## src/rtl/capt_sb_pkg.sv

```systemverilog
package capt_sb_pkg;
  localparam int unsigned SAMP_DIV = 13;
  localparam int unsigned SEL_W = 3;
  localparam int unsigned DIV_W = $clog2(SAMP_DIV);

  typedef struct packed {
    logic [SEL_W-1:0] sel;
    logic             method;
  } line_cfg_t;

  typedef enum logic {
    DC_IDLE   = 1'b0,
    DC_ACTIVE = 1'b1
  } dclk_state_e;
endpackage

```

## src/rtl/capt_sb_front.sv

```systemverilog
module capt_sb_front
  import capt_sb_pkg::*;
#(
  parameter int unsigned DELAY_W = 4
) (
  input  logic               clk,
  input  logic               rst_n,
  input  logic               hsync_i,
  input  logic               cmp_i,
  input  logic [SEL_W-1:0]   sel_i,
  input  logic               method_i,
  input  logic [DELAY_W-1:0] delay_i,
  output logic               hs_fall_o,
  output logic               run_fall_o,
  output line_cfg_t          cfg_o,
  output logic [DELAY_W-1:0] delay_o
);
  logic               hs_q, hs_d;
  logic               cmp_q, cmp_d;
  line_cfg_t          cfg_q, cfg_d;
  logic [DELAY_W-1:0] dly_q, dly_d;

  assign hs_fall_o  = hs_q & ~hsync_i;
  assign run_fall_o = cmp_q & ~cmp_i;
  assign cfg_o      = cfg_q;
  assign delay_o    = dly_q;

  always_comb begin
    hs_d  = hsync_i;
    cmp_d = cmp_i;
    cfg_d = cfg_q;
    dly_d = dly_q;
    if (hs_fall_o) begin
      cfg_d.sel    = sel_i;
      cfg_d.method = method_i;
      dly_d        = delay_i;
    end
  end

  always_ff @(posedge clk or negedge rst_n) begin
    if (!rst_n) begin
      hs_q  <= 1'b0;
      cmp_q <= 1'b0;
      cfg_q <= '0;
      dly_q <= '0;
    end else begin
      hs_q  <= hs_d;
      cmp_q <= cmp_d;
      cfg_q <= cfg_d;
      dly_q <= dly_d;
    end
  end

  assert_shadow_hold_R9: assert property (@(posedge clk) disable iff (!rst_n)
    !hs_fall_o |=> ($stable(cfg_q) && $stable(dly_q)));
endmodule

```

## src/rtl/capt_sb_hunter.sv

```systemverilog
module capt_sb_hunter
  import capt_sb_pkg::*;
(
  input  logic      clk,
  input  logic      rst_n,
  input  logic      hs_fall_i,
  input  logic      run_fall_i,
  input  logic      cmp_i,
  input  line_cfg_t cfg_i,
  output logic      hit_o,
  output logic      found_o
);
  localparam logic [DIV_W-1:0] DIV_LAST = DIV_W'(SAMP_DIV - 1);
  localparam logic [SEL_W-1:0] CNT_MAX  = '1;

  logic [DIV_W-1:0] div_q, div_d;
  logic [SEL_W-1:0] cnt_q, cnt_d;
  logic             armed_q, armed_d;
  logic             prev_q, prev_d;
  logic             found_q, found_d;
  logic             samp_stb;
  logic             reach_sel;

  assign samp_stb  = (div_q == DIV_LAST);
  assign reach_sel = (cfg_i.sel != '0) && ({1'b0, cnt_q} + 1'b1 == {1'b0, cfg_i.sel});
  assign hit_o     = samp_stb & armed_q & ~found_q & cmp_i & (~cfg_i.method | prev_q);
  assign found_o   = found_q;

  always_comb begin
    div_d   = div_q;
    cnt_d   = cnt_q;
    armed_d = armed_q;
    prev_d  = prev_q;
    found_d = found_q;
    if (hs_fall_i) begin
      div_d   = '0;
      cnt_d   = '0;
      armed_d = 1'b0;
      prev_d  = 1'b0;
      found_d = 1'b0;
    end else begin
      div_d = samp_stb ? '0 : div_q + 1'b1;
      if (run_fall_i) begin
        if (cnt_q != CNT_MAX) cnt_d = cnt_q + 1'b1;
        if (reach_sel) armed_d = 1'b1;
      end
      if (samp_stb && armed_q && !found_q) begin
        prev_d = cmp_i;
        if (hit_o) found_d = 1'b1;
      end
    end
  end

  always_ff @(posedge clk or negedge rst_n) begin
    if (!rst_n) begin
      div_q   <= '0;
      cnt_q   <= '0;
      armed_q <= 1'b0;
      prev_q  <= 1'b0;
      found_q <= 1'b0;
    end else begin
      div_q   <= div_d;
      cnt_q   <= cnt_d;
      armed_q <= armed_d;
      prev_q  <= prev_d;
      found_q <= found_d;
    end
  end

  assert_found_on_sample_R3: assert property (@(posedge clk) disable iff (!rst_n)
    $rose(found_q) |-> $past(samp_stb));
  assert_found_holds_R11: assert property (@(posedge clk) disable iff (!rst_n)
    (found_q && !hs_fall_i) |=> found_q);
  assert_sel_zero_idle_R6: assert property (@(posedge clk) disable iff (!rst_n)
    (cfg_i.sel == '0) |-> !found_q);
endmodule

```

## src/rtl/capt_sb_dclk.sv

```systemverilog
module capt_sb_dclk
  import capt_sb_pkg::*;
#(
  parameter int unsigned DELAY_W = 4
) (
  input  logic               clk,
  input  logic               rst_n,
  input  logic               hs_fall_i,
  input  logic               hit_i,
  input  logic               found_i,
  input  logic [DELAY_W-1:0] delay_i,
  output logic               dclk_o
);
  localparam int unsigned CW = $clog2(SAMP_DIV + (1 << DELAY_W));
  localparam logic [CW-1:0] LOAD_BASE = CW'(SAMP_DIV - 1);

  dclk_state_e   st_q, st_d;
  logic [CW-1:0] dcnt_q, dcnt_d;
  logic          dclk_q, dclk_d;

  assign dclk_o = dclk_q;

  always_comb begin
    st_d   = st_q;
    dcnt_d = dcnt_q;
    dclk_d = 1'b0;
    if (hs_fall_i) begin
      st_d   = DC_IDLE;
      dcnt_d = '0;
    end else begin
      unique case (st_q)
        DC_IDLE: begin
          if (hit_i) begin
            st_d   = DC_ACTIVE;
            dcnt_d = LOAD_BASE + CW'(delay_i);
          end
        end
        DC_ACTIVE: begin
          if (dcnt_q == '0) begin
            dclk_d = 1'b1;
            dcnt_d = LOAD_BASE;
          end else begin
            dcnt_d = dcnt_q - 1'b1;
          end
        end
        default: st_d = DC_IDLE;
      endcase
    end
  end

  always_ff @(posedge clk or negedge rst_n) begin
    if (!rst_n) begin
      st_q   <= DC_IDLE;
      dcnt_q <= '0;
      dclk_q <= 1'b0;
    end else begin
      st_q   <= st_d;
      dcnt_q <= dcnt_d;
      dclk_q <= dclk_d;
    end
  end

  assert_dclk_needs_found_R7: assert property (@(posedge clk) disable iff (!rst_n)
    dclk_q |-> found_i);
  assert_dclk_single_R8: assert property (@(posedge clk) disable iff (!rst_n)
    dclk_q |=> !dclk_q);
  assert_sync_clears_R10: assert property (@(posedge clk) disable iff (!rst_n)
    hs_fall_i |=> (!dclk_q && !found_i));
endmodule

```

## src/rtl/capt_startbit_detect.sv

```systemverilog
module capt_startbit_detect
  import capt_sb_pkg::*;
#(
  parameter int unsigned DELAY_W = 4
) (
  input  logic               clk,
  input  logic               rst_n,
  input  logic               hsync_i,
  input  logic               cmp_i,
  input  logic [2:0]         pulse_sel_i,
  input  logic               method_i,
  input  logic [DELAY_W-1:0] delay_i,
  output logic               start_found_o,
  output logic               dclk_o
);
  logic               rst_meta, rst_sync;
  logic               hs_fall, run_fall, hit, found;
  line_cfg_t          cfg;
  logic [DELAY_W-1:0] dly;

  always_ff @(posedge clk or negedge rst_n) begin
    if (!rst_n) begin
      rst_meta <= 1'b0;
      rst_sync <= 1'b0;
    end else begin
      rst_meta <= 1'b1;
      rst_sync <= rst_meta;
    end
  end

  capt_sb_front #(.DELAY_W(DELAY_W)) u_front (
    .clk       (clk),
    .rst_n     (rst_sync),
    .hsync_i   (hsync_i),
    .cmp_i     (cmp_i),
    .sel_i     (pulse_sel_i),
    .method_i  (method_i),
    .delay_i   (delay_i),
    .hs_fall_o (hs_fall),
    .run_fall_o(run_fall),
    .cfg_o     (cfg),
    .delay_o   (dly)
  );

  capt_sb_hunter u_hunter (
    .clk       (clk),
    .rst_n     (rst_sync),
    .hs_fall_i (hs_fall),
    .run_fall_i(run_fall),
    .cmp_i     (cmp_i),
    .cfg_i     (cfg),
    .hit_o     (hit),
    .found_o   (found)
  );

  capt_sb_dclk #(.DELAY_W(DELAY_W)) u_dclk (
    .clk       (clk),
    .rst_n     (rst_sync),
    .hs_fall_i (hs_fall),
    .hit_i     (hit),
    .found_i   (found),
    .delay_i   (dly),
    .dclk_o    (dclk_o)
  );

  assign start_found_o = found;
endmodule

```

## config.mk

```make
export PLATFORM = sky130hd
export DESIGN_NAME = capt_startbit_detect
export DESIGN_NICKNAME = d
export VERILOG_FILES = /design/src/rtl/capt_sb_pkg.sv /design/src/rtl/capt_sb_front.sv /design/src/rtl/capt_sb_hunter.sv /design/src/rtl/capt_sb_dclk.sv /design/src/rtl/capt_startbit_detect.sv
export SDC_FILE = /design/constraint.sdc
export NUM_CORES = 1
export LEC_CHECK = 0
export CAP_MARGIN = 0
export CORE_ASPECT_RATIO = 0.6
export CORE_MARGIN = 5
export CORE_UTILIZATION = 44
export DETAILED_ROUTE_END_ITERATION = 10
export MAX_ROUTING_LAYER = met4
export PLACE_DENSITY = 0.71
export SYNTH_ARGS = -nofsm -noshare
export SYNTH_HDL_FRONTEND = slang
export SYNTH_HIERARCHICAL = 1
export SYNTH_SLANG_ARGS = --single-unit
```

## constraint.sdc

```tcl
create_clock -name clk -period 1.01 [get_ports clk]
set_input_delay 0.1515 -clock clk [delete_from_list [all_inputs] [get_ports clk]]
set_output_delay 0.1515 -clock clk [all_outputs]
set_load 0.005 [all_outputs]
```

==> impl_metrics.env, run 1 <==
export IMPL_crit_slowest_cell="dfrtp_1"
export IMPL_synth_most_common_cell="dfrtp_1"
export IMPL_area_growth_pct=44.9
export IMPL_routed_wl_mm=3.44
export IMPL_combPwrFrac_pct=31.3
export IMPL_switchingPower_w=0.000957
export IMPL_critPathBufInv=1
export IMPL_p_seq_share_pct=42.1
export IMPL_ys_flop_type="dfrtp_1"
export IMPL_p_clk_share_pct=26.6
export IMPL_rows=16
export IMPL_clk_pin_slew_ns=0.06
export IMPL_antenna_found_initial=0
export IMPL_yosys_warnings=6
export IMPL_dr_pass1_iters=4
export IMPL_critPathLaunchType="flip-flop"
export IMPL_regArea_sq_um=726
export IMPL_drc=0
export IMPL_synth_nets=141
export IMPL_synth_async_reset_ratio_pct=100
export IMPL_clock_skew_ns=0.00197
export IMPL_multiInputGateArea_sq_um=763
export IMPL_p_int_w=0.00240
export IMPL_cts_tree="done"
export IMPL_cts_max_level=2
export IMPL_min_period_ns=1.73
export IMPL_crit_required_ns=1.20
export IMPL_synth_area_sq_mm=0.00146
export IMPL_critPathKind="flip-flop to flip-flop"
export IMPL_dpl_hpwl_mm=2.48
export IMPL_drt_iter0_markers=67
export IMPL_whs_ns=0.0335
export IMPL_rrSetupSlack_ns=-0.72
export IMPL_synth_edf_count=0
export IMPL_cap_violations=0
export IMPL_boundaryPins=14
export IMPL_finalMaxSlewViolations=0
export IMPL_leakage_nw=0.971
export IMPL_setup_violations=25
export IMPL_ys_types=42
export IMPL_netlist_instances=123
export IMPL_hp_class="primary input to asynchronous set/reset pin"
export IMPL_drive_gt1_share_pct=46.2
export IMPL_root_buffer="clkbuf_8"
export IMPL_critical_path_max_stage_delay_ns=0.39
export IMPL_failed_checks="negative setup slack"
export IMPL_met2_usage_pct=26.8
export IMPL_postSynthAreaPerCell_sq_um=11.8
export IMPL_vdd_ir_drop_max_uv=1100
export IMPL_grt_pass1_vias=1184
export IMPL_fin_tns_setup_ns=-7.63
export IMPL_vias_per_cell=5.08
export IMPL_die_h_um=54.5
export IMPL_worstRegToRegCells=8
export IMPL_path_delay_family="simple AND/OR/NAND/NOR gates"
export IMPL_crit_chain="inv_2 -> ha_4 -> nand2_4 -> nor4b_4 -> and3_4 -> mux2i_1 -> or3_1 -> o31ai_1"
export IMPL_clock_sinks=29
export IMPL_synth_area_leaders="dfrtp_1 (50%), mux2_4 (8.3%), ha_1 (5.2%)"
export IMPL_grt_max_degree=16
export IMPL_placement_io_buffers=13
export IMPL_synth_commonest_cells="dfrtp_1 (29), a21oi_1 (9), mux2_4 (8), nor2_1 (8)"
export IMPL_synth_top_area_share_pct=49.9
export IMPL_wire_per_inst_um=15.2
export IMPL_num_antenna_cells=0
export IMPL_fp_dieW_um=84.2
export IMPL_period_share_pct=172
export IMPL_fin_ws_ns=-0.722
export IMPL_vias=1154
export IMPL_path_max_fanout=7
export IMPL_grt_use_met1_pct=21.4
export IMPL_grtUsageMet3_pct=4.51
export IMPL_fin_util_pct=65.4
export IMPL_fin_nets=199
export IMPL_switching_share_pct=28.5
export IMPL_r2r_end="u_dclk/dcnt_q[1]$_DFFE_PN0P_"
export IMPL_cts_buffer_depth=2
export IMPL_n_fill_cell=253
export IMPL_grt_busiest_layer="met2"
export IMPL_cts_buffers_inserted=5
export IMPL_ys_seq_area_share_pct=49.9
export IMPL_grt_pass1_wl_mm=5.69
export IMPL_grt_ovfl_total=0
export IMPL_powerDensity_mw_per_mm2=1590
export IMPL_start_util_pct=45.1
export IMPL_yosysTopAreaCell="dfrtp_1"
export IMPL_outcome="complete, but fails checks"
export IMPL_clk_latency_ns=0.28
export IMPL_grt_use_total_pct=17.4
export IMPL_dieArea_sq_mm=0.00459
export IMPL_endpoint_kind="flip-flop"
export IMPL_holdBufCountCts=0
export IMPL_place_gp_congestion=0.813
export IMPL_synth_seq_cells=29
export IMPL_rsz0062_at_grt="yes"
export IMPL_hold_viol=0
export IMPL_ant_nets=0
export IMPL_clock_fmax_mhz=577
export IMPL_reg2reg_from="u_hunter/div_q[1]$_DFF_PN0_"
export IMPL_coreArea_sq_mm=0.00322
export IMPL_worst_endpoint_arrival_ns=1.92
## registers in the layout, summed over array words and instances, names as in the netlist
register          count
u_dclk/dcnt_q         5
u_front/cfg_o         4
u_front/delay_o       4
u_hunter/div_q        4
u_hunter/cnt_q        3
rst_meta              1
rst_sync              1
u_dclk/dclk_o         1
u_dclk/st_q           1
u_front/cmp_q         1
u_front/hs_q          1
u_hunter/armed_q      1
u_hunter/found_o      1
u_hunter/prev_q       1
## routing by layer
metal	wire (um)	part of all wire (%)	vias to the layer above
met5	0	0	-
met4	42	1.2	0
met3	153	4.4	6
met2	1610	47	34
met1	1640	48	575
li1	-	-	539
## cells in the final DEF (no fill, tap or decap), drive strengths merged, types with 3 or more instances in the layout
cell type      netlist  routed
nand2                4       4
nor2                 8       8
ha                   6       6
xnor2                3       3
mux2i                5       5
clkbuf               1      10
clkdlybuf4s50        0      10
nand2b               5       5
mux2                 9       9
inv                  8       8
buf                  3      42
dfrtp               29      29
nor2b                7       7
a21oi                9       9
## final cells by class
class / count / share of cell area [%]
repair buffers: 55 / 21.5
multi-input cells: 82 / 36.2
inverters: 8 / 1.42
flip-flops and latches: 29 / 34.4
clock buffers: 8 / 3.80
well taps: 45 / 2.67
## how the worst max path moves through the flow
stage                           startpoint                      endpoint  cells past startpoint
6_report       u_hunter/div_q[1]$_DFF_PN0_  u_dclk/dcnt_q[1]$_DFFE_PN0P_                      8
3_5_place_dp   u_hunter/div_q[1]$_DFF_PN0_  u_dclk/dcnt_q[1]$_DFFE_PN0P_                      8
3_3_place_gp   u_hunter/div_q[1]$_DFF_PN0_  u_dclk/dcnt_q[1]$_DFFE_PN0P_                      8
5_1_grt        u_hunter/div_q[1]$_DFF_PN0_  u_dclk/dcnt_q[1]$_DFFE_PN0P_                      8
4_1_cts        u_hunter/div_q[1]$_DFF_PN0_  u_dclk/dcnt_q[1]$_DFFE_PN0P_                      8
2_1_floorplan  u_hunter/div_q[1]$_DFF_PN0_  u_dclk/dcnt_q[1]$_DFFE_PN0P_                      9
## power groups by stage
stage | clock, W | combinational (W) | sequential [W]
final | 0.000892 | 0.00105 | 0.00141
after floorplan | 0 | 0.000488 | 0.00144
after global routing | 0.000980 | 0.00115 | 0.00143
after global placement | 0 | 0.000872 | 0.00142
after CTS | 0.000926 | 0.000986 | 0.00142
after detailed placement | 0 | 0.000908 | 0.00143
## repair_timing
item	in CTS	in global routing
pin swaps	5	2
setup endpoints to repair	26	26
gates resized for setup	16	7
buffers inserted	5	2
## kinds of logic after synthesis
family	after synthesis	share of synthesized area, %
AOI/OAI and AO/OA	19	8.68
adders and majority gates	6	5.16
xor gates and xnor gates	3	1.81
other	1	0.258
and+or+nand+nor	39	16.9
muxes	14	12.5
DFF	29	49.9
buffers and inverters	12	4.81
## per-stage QoR
stage / power, W / instances / setup slack, ns / instance area (sq um)
finish: 0.00336 / 227 / -0.722 / 2110
global route: 0.00355 / 227 / -0.805 / 2110
CTS: 0.00333 / 225 / -0.697 / 2090
detailed placement: 0.00234 / 213 / -0.837 / 1940
global placement: 0.00230 / 213 / -0.776 / 1940
floorplan: 0.00193 / 123 / -0.750 / 1530
Power figures use the tool's default switching activity.
==> inputs of run 2 (changes only) <==
REMOVE_ABC_BUFFERS = 1   (was not set)
==> impl_metrics.env, run 2 (synthesized netlist as in run 1, its figures left out) <==
export IMPL_clock_skew_ns=0.00629
export IMPL_critPathBufInv=1
export IMPL_crit_chain="inv_2 -> ha_4 -> nand2_4 -> nor4b_4 -> and3_4 -> mux2i_1 -> or3_1 -> o31ai_2"
export IMPL_placement_io_buffers=13
export IMPL_antenna_found_initial=0
export IMPL_dr_pass1_iters=4
export IMPL_hp_class="primary input to asynchronous set/reset pin"
export IMPL_vdd_ir_drop_max_uv=923
export IMPL_power_w=0.00360
export IMPL_root_buffer="clkbuf_8"
export IMPL_routed_wl_mm=3.59
export IMPL_final_common_cell="buf_4"
export IMPL_cts_buffers_inserted=5
export IMPL_rsz0062_at_grt="yes"
export IMPL_dpl_hpwl_mm=2.06
export IMPL_cts_tree="done"
export IMPL_failed_checks="negative setup slack"
export IMPL_fin_util_pct=71.6
export IMPL_holdBufCountCts=0
export IMPL_design_area_sq_mm=0.00231
export IMPL_whs_ns=0.0383
export IMPL_num_antenna_cells=0
export IMPL_finalMaxSlewViolations=0
export IMPL_vias=1169
export IMPL_boundaryPins=14
export IMPL_grt_pass1_vias=1190
export IMPL_place_gp_congestion=0.810
export IMPL_critPathKind="flip-flop to flip-flop"
export IMPL_worstRegToRegCells=8
export IMPL_grt_use_total_pct=16.6
export IMPL_fin_ws_ns=-0.776
export IMPL_grt_max_degree=28
export IMPL_top_register="u_dclk/dcnt_q"
export IMPL_critPathLaunchType="flip-flop"
export IMPL_cts_max_level=2
export IMPL_grt_pass1_wl_mm=5.42
export IMPL_worst_endpoint_arrival_ns=1.97
export IMPL_hold_viol=0
export IMPL_drc=0
export IMPL_crit_required_ns=1.20
export IMPL_path_depth=8
export IMPL_stdcell_count=235
export IMPL_coreArea_sq_mm=0.00322
export IMPL_cap_violations=0
export IMPL_dieArea_sq_mm=0.00459
export IMPL_area_growth_pct=58.6
export IMPL_rows=16
export IMPL_path_delay_family="simple AND/OR/NAND/NOR gates"
export IMPL_critical_path_max_stage_delay_ns=0.39
export IMPL_grt_ovfl_total=0
export IMPL_outcome="complete, but fails checks"
export IMPL_clock_sinks=29
export IMPL_powerDensity_mw_per_mm2=1560
export IMPL_vias_per_cell=4.97
export IMPL_clk_latency_ns=0.28
export IMPL_drt_iter0_markers=84
export IMPL_largest_reg_flops=5
export IMPL_die_h_um=54.5
export IMPL_leakage_nw=1.05
export IMPL_clock_fmax_mhz=560
export IMPL_wire_per_inst_um=15.3
export IMPL_fin_nets=208
export IMPL_clk_pin_slew_ns=0.06
export IMPL_min_period_ns=1.79
export IMPL_start_util_pct=45.1
export IMPL_layout_common_cells="buf_4 (41), dfrtp_1 (29), clkdlybuf4s50_1 (11)"
export IMPL_endpoint_kind="flip-flop"
export IMPL_crit_slowest_cell="dfrtp_1"
export IMPL_ant_nets=0
export IMPL_fp_dieW_um=84.2
export IMPL_dp_cells=209
export IMPL_setup_violations=25
export IMPL_path_max_fanout=7
export IMPL_placedInstanceArea_sq_mm=0.00185
export IMPL_drive_gt1_share_pct=53.7
export IMPL_cts_buffer_depth=2
export IMPL_period_share_pct=177
-- run 2: cell count changes in the layout (fill, tap and decap cells not counted), sizes merged --
cell	before	now
buf	42	52
clkbuf	10	8
clkdlybuf4s50	10	11
dlygate4sd2	1	0
-- run 2: timing repair --
action                                  in CTS  in global routing
endpoints found under the setup margin      26                 27
gates resized for setup                     32                 26
pin swaps                                   10                 13
cloned                                       1                  0
buffers inserted                             9                 15
-- run 2: path summary, 6_finish.rpt --
check | startpoint | end | slack (ns)
setup / recovery | u_hunter/div_q[1]$_DFF_PN0_ | u_dclk/dcnt_q[1]$_DFFE_PN0P_ | -0.78
hold / removal | rst_n | rst_sync$_DFF_PN0_ | 0.04
setup reg to reg | u_hunter/div_q[1]$_DFF_PN0_ | u_dclk/dcnt_q[1]$_DFFE_PN0P_ | -0.78
hold reg to reg | rst_sync$_DFF_PN0_ | u_hunter/armed_q$_DFFE_PN0P_ | 0.24
max in group asynchronous | rst_sync$_DFF_PN0_ | u_front/cmp_q$_DFF_PN0_ | 0.50
min in group clk | rst_meta$_DFF_PN0_ | rst_sync$_DFF_PN0_ | 0.35
-- run 2: metrics by stage --
stage                     TNS, ns  worst slack, ns
final                       -8.83           -0.776
after global routing       -10.27           -0.871
after CTS                   -7.94           -0.767
after detailed placement   -12.14           -0.887
after global placement     -11.14           -0.806
after floorplan             -8.29           -0.822
-- run 2: metal layers --
metal / part of all wire [%] / global-route usage, % / wire length [um] / vias up
met2: 47 / 28.3 / 1700 / 26
met5: 0 / - / 0 / -
met4: 2.4 / 9.63 / 87 / 0
met3: 3.5 / 3.16 / 124 / 6
met1: 47 / 19.0 / 1680 / 581
li1: - / - / - / 556
-- run 2: power by group --
part | switching [W] | leakage (nW) | internal, W
registers | 0.000115 | 0.371 | 0.00131
logic | 0.000514 | 0.639 | 0.000724
clock network | 0.000406 | 0.0443 | 0.000539
total | 0.00103 | 1.05 | 0.00257
-- run 2: cell type report --
cell class	instances	area (sq um)
tap	45	56.3
clock buffer	7	86.3
sequential	29	726
multi-input combinational	82	827
timing repair buffer	64	583
fill	206	915
inverter	8	30.0
==> inputs of run 3 (changes only) <==
CORE_UTILIZATION = 55   (was 44)
PLACE_DENSITY = 0.73   (was 0.71)
SKIP_CTS_REPAIR_TIMING = 1   (was not set)
==> impl_metrics.env, run 3 (synthesized netlist as in run 1, its figures left out) <==
export IMPL_power_w=0.00344
export IMPL_dpl_hpwl_mm=2.53
export IMPL_place_ws_ns=-0.978
export IMPL_place_gp_congestion=0.815
export IMPL_final_common_cell="buf_4"
export IMPL_die_h_um=49.8
export IMPL_grt_pass1_vias=1171
export IMPL_cts_max_level=2
export IMPL_grt_max_degree=22
export IMPL_multiInputGateArea_sq_um=793
export IMPL_leakage_nw=1.01
export IMPL_regArea_sq_um=726
export IMPL_wire_per_inst_um=16.7
export IMPL_powerDensity_mw_per_mm2=1590
export IMPL_vias=1152
export IMPL_path_max_fanout=7
export IMPL_cts_buffer_depth=2
export IMPL_fp_dieW_um=76.4
export IMPL_clk_pin_slew_ns=0.06
export IMPL_clock_skew_ns=0.0110
export IMPL_drt_iter0_markers=56
export IMPL_finalMaxSlewViolations=0
export IMPL_combPwrFrac_pct=30.9
export IMPL_p_int_w=0.00246
export IMPL_root_buffer="clkbuf_8"
export IMPL_critPathLaunchType="flip-flop"
export IMPL_coreArea_sq_mm=0.00252
export IMPL_area_growth_pct=48.5
export IMPL_cts_buffers_inserted=5
export IMPL_dr_pass1_iters=4
export IMPL_crit_required_ns=1.16
export IMPL_clock_fmax_mhz=540
export IMPL_fin_nets=199
export IMPL_design_area_sq_mm=0.00216
export IMPL_grt_pass1_wl_mm=5.42
export IMPL_clock_sinks=29
export IMPL_setup_violations=26
export IMPL_dieArea_sq_mm=0.00381
export IMPL_clk_latency_ns=0.28
export IMPL_routed_wl_mm=3.56
export IMPL_layout_common_cells="buf_4 (36), dfrtp_1 (29), clkdlybuf4s50_1 (10)"
export IMPL_failed_checks="negative setup slack"
export IMPL_boundaryPins=14
export IMPL_grt_ovfl_total=0
export IMPL_placedInstanceArea_sq_mm=0.00188
export IMPL_rsz0062_at_grt="yes"
export IMPL_largest_reg_flops=5
export IMPL_vdd_ir_drop_max_uv=1210
export IMPL_n_fill_cell=137
export IMPL_endpoint_kind="flip-flop"
export IMPL_critPathKind="flip-flop to flip-flop"
export IMPL_hold_viol=0
export IMPL_worst_endpoint_arrival_ns=2.00
export IMPL_start_util_pct=57.7
export IMPL_switchingPower_w=0.000981
export IMPL_cts_tree="done"
export IMPL_switching_share_pct=28.5
export IMPL_antenna_found_initial=0
export IMPL_ant_nets=0
export IMPL_period_share_pct=183
export IMPL_drive_gt1_share_pct=48.6
export IMPL_p_seq_share_pct=41.5
export IMPL_num_antenna_cells=0
export IMPL_top_register="u_dclk/dcnt_q"
export IMPL_hp_class="primary input to asynchronous set/reset pin"
export IMPL_outcome="complete, but fails checks"
export IMPL_rows=14
export IMPL_whs_ns=0.0423
export IMPL_cap_violations=0
export IMPL_grt_use_total_pct=18.9
export IMPL_worstRegToRegCells=9
export IMPL_placement_io_buffers=13
export IMPL_p_clk_share_pct=27.6
export IMPL_fin_ws_ns=-0.841
export IMPL_min_period_ns=1.85
export IMPL_vias_per_cell=5.41
export IMPL_drc=0
## run 3: cell count changes in the layout (fill, tap and decap cells not counted), sizes merged
cell           change
dlymetal6s2s       +2
clkdlybuf4s50      -1
buf               -10
## run 3: cell type report
type / count / share of cell area (%)
clock buffers: 7 / 4.00
inverters: 8 / 1.39
multi-input cells: 82 / 36.7
flip-flops and latches: 29 / 33.6
well taps: 32 / 1.85
repair buffers: 55 / 22.5
## run 3: through the flow
step | TNS, ns | std cells | util, %
floorplan | -8.29 | 119 | -
global placement | -11.14 | 200 | 74.6
detailed placement | -12.55 | 200 | 74.6
CTS | -9.82 | 207 | 78.0
global route | -9.62 | 213 | 85.7
finish | -8.30 | 213 | 85.7
## run 3: power by group through the flow
stage / combinational [W] / sequential, W / clock [W]
final: 0.00106 / 0.00143 / 0.000950
after global routing: 0.00116 / 0.00145 / 0.00105
after CTS: 0.000843 / 0.00141 / 0.000963
after detailed placement: 0.000838 / 0.00143 / 0
after global placement: 0.000796 / 0.00141 / 0
after floorplan: 0.000388 / 0.00143 / 0
## run 3: layer usage
| layer | part of all wire [%] | GRT usage, % | wire, um |
|---|---|---|---|
| met1 | 45 | 23.5 | 1590 |
| met2 | 48 | 29.8 | 1730 |
| met3 | 6.0 | 6.18 | 213 |
| met4 | 1.0 | 5.23 | 36 |
| met5 | 0 | - | 0 |
## run 3: worst paths after layout
| kind | from | endpoint | slack (ns) |
|---|---|---|---|
| worst max-delay path | u_hunter/div_q[1]$_DFF_PN0_ | u_dclk/dcnt_q[4]$_DFFE_PN0P_ | -0.84 |
| worst min-delay path | rst_n | rst_meta$_DFF_PN0_ | 0.04 |
| worst max register to register | u_hunter/div_q[1]$_DFF_PN0_ | u_dclk/dcnt_q[4]$_DFFE_PN0P_ | -0.84 |
| worst min register to register | rst_sync$_DFF_PN0_ | u_front/delay_o[3]$_DFFE_PN0P_ | 0.13 |
| max in group asynchronous | rst_sync$_DFF_PN0_ | u_front/cfg_o[3]$_DFFE_PN0P_ | 0.48 |
| min in group clk | hsync_i | u_front/hs_q$_DFF_PN0_ | 0.09 |
## run 3: worst max-delay path, cell delays in order (launching register included)
cell and delay (ns):
dfrtp_1 0.40, inv_2 0.09, ha_4 0.15, nand2_4 0.06, nor4b_4 0.31, and3_4 0.28, buf_4 0.13, nor2_4 0.04
a21oi_2 0.18, a21oi_2 0.08
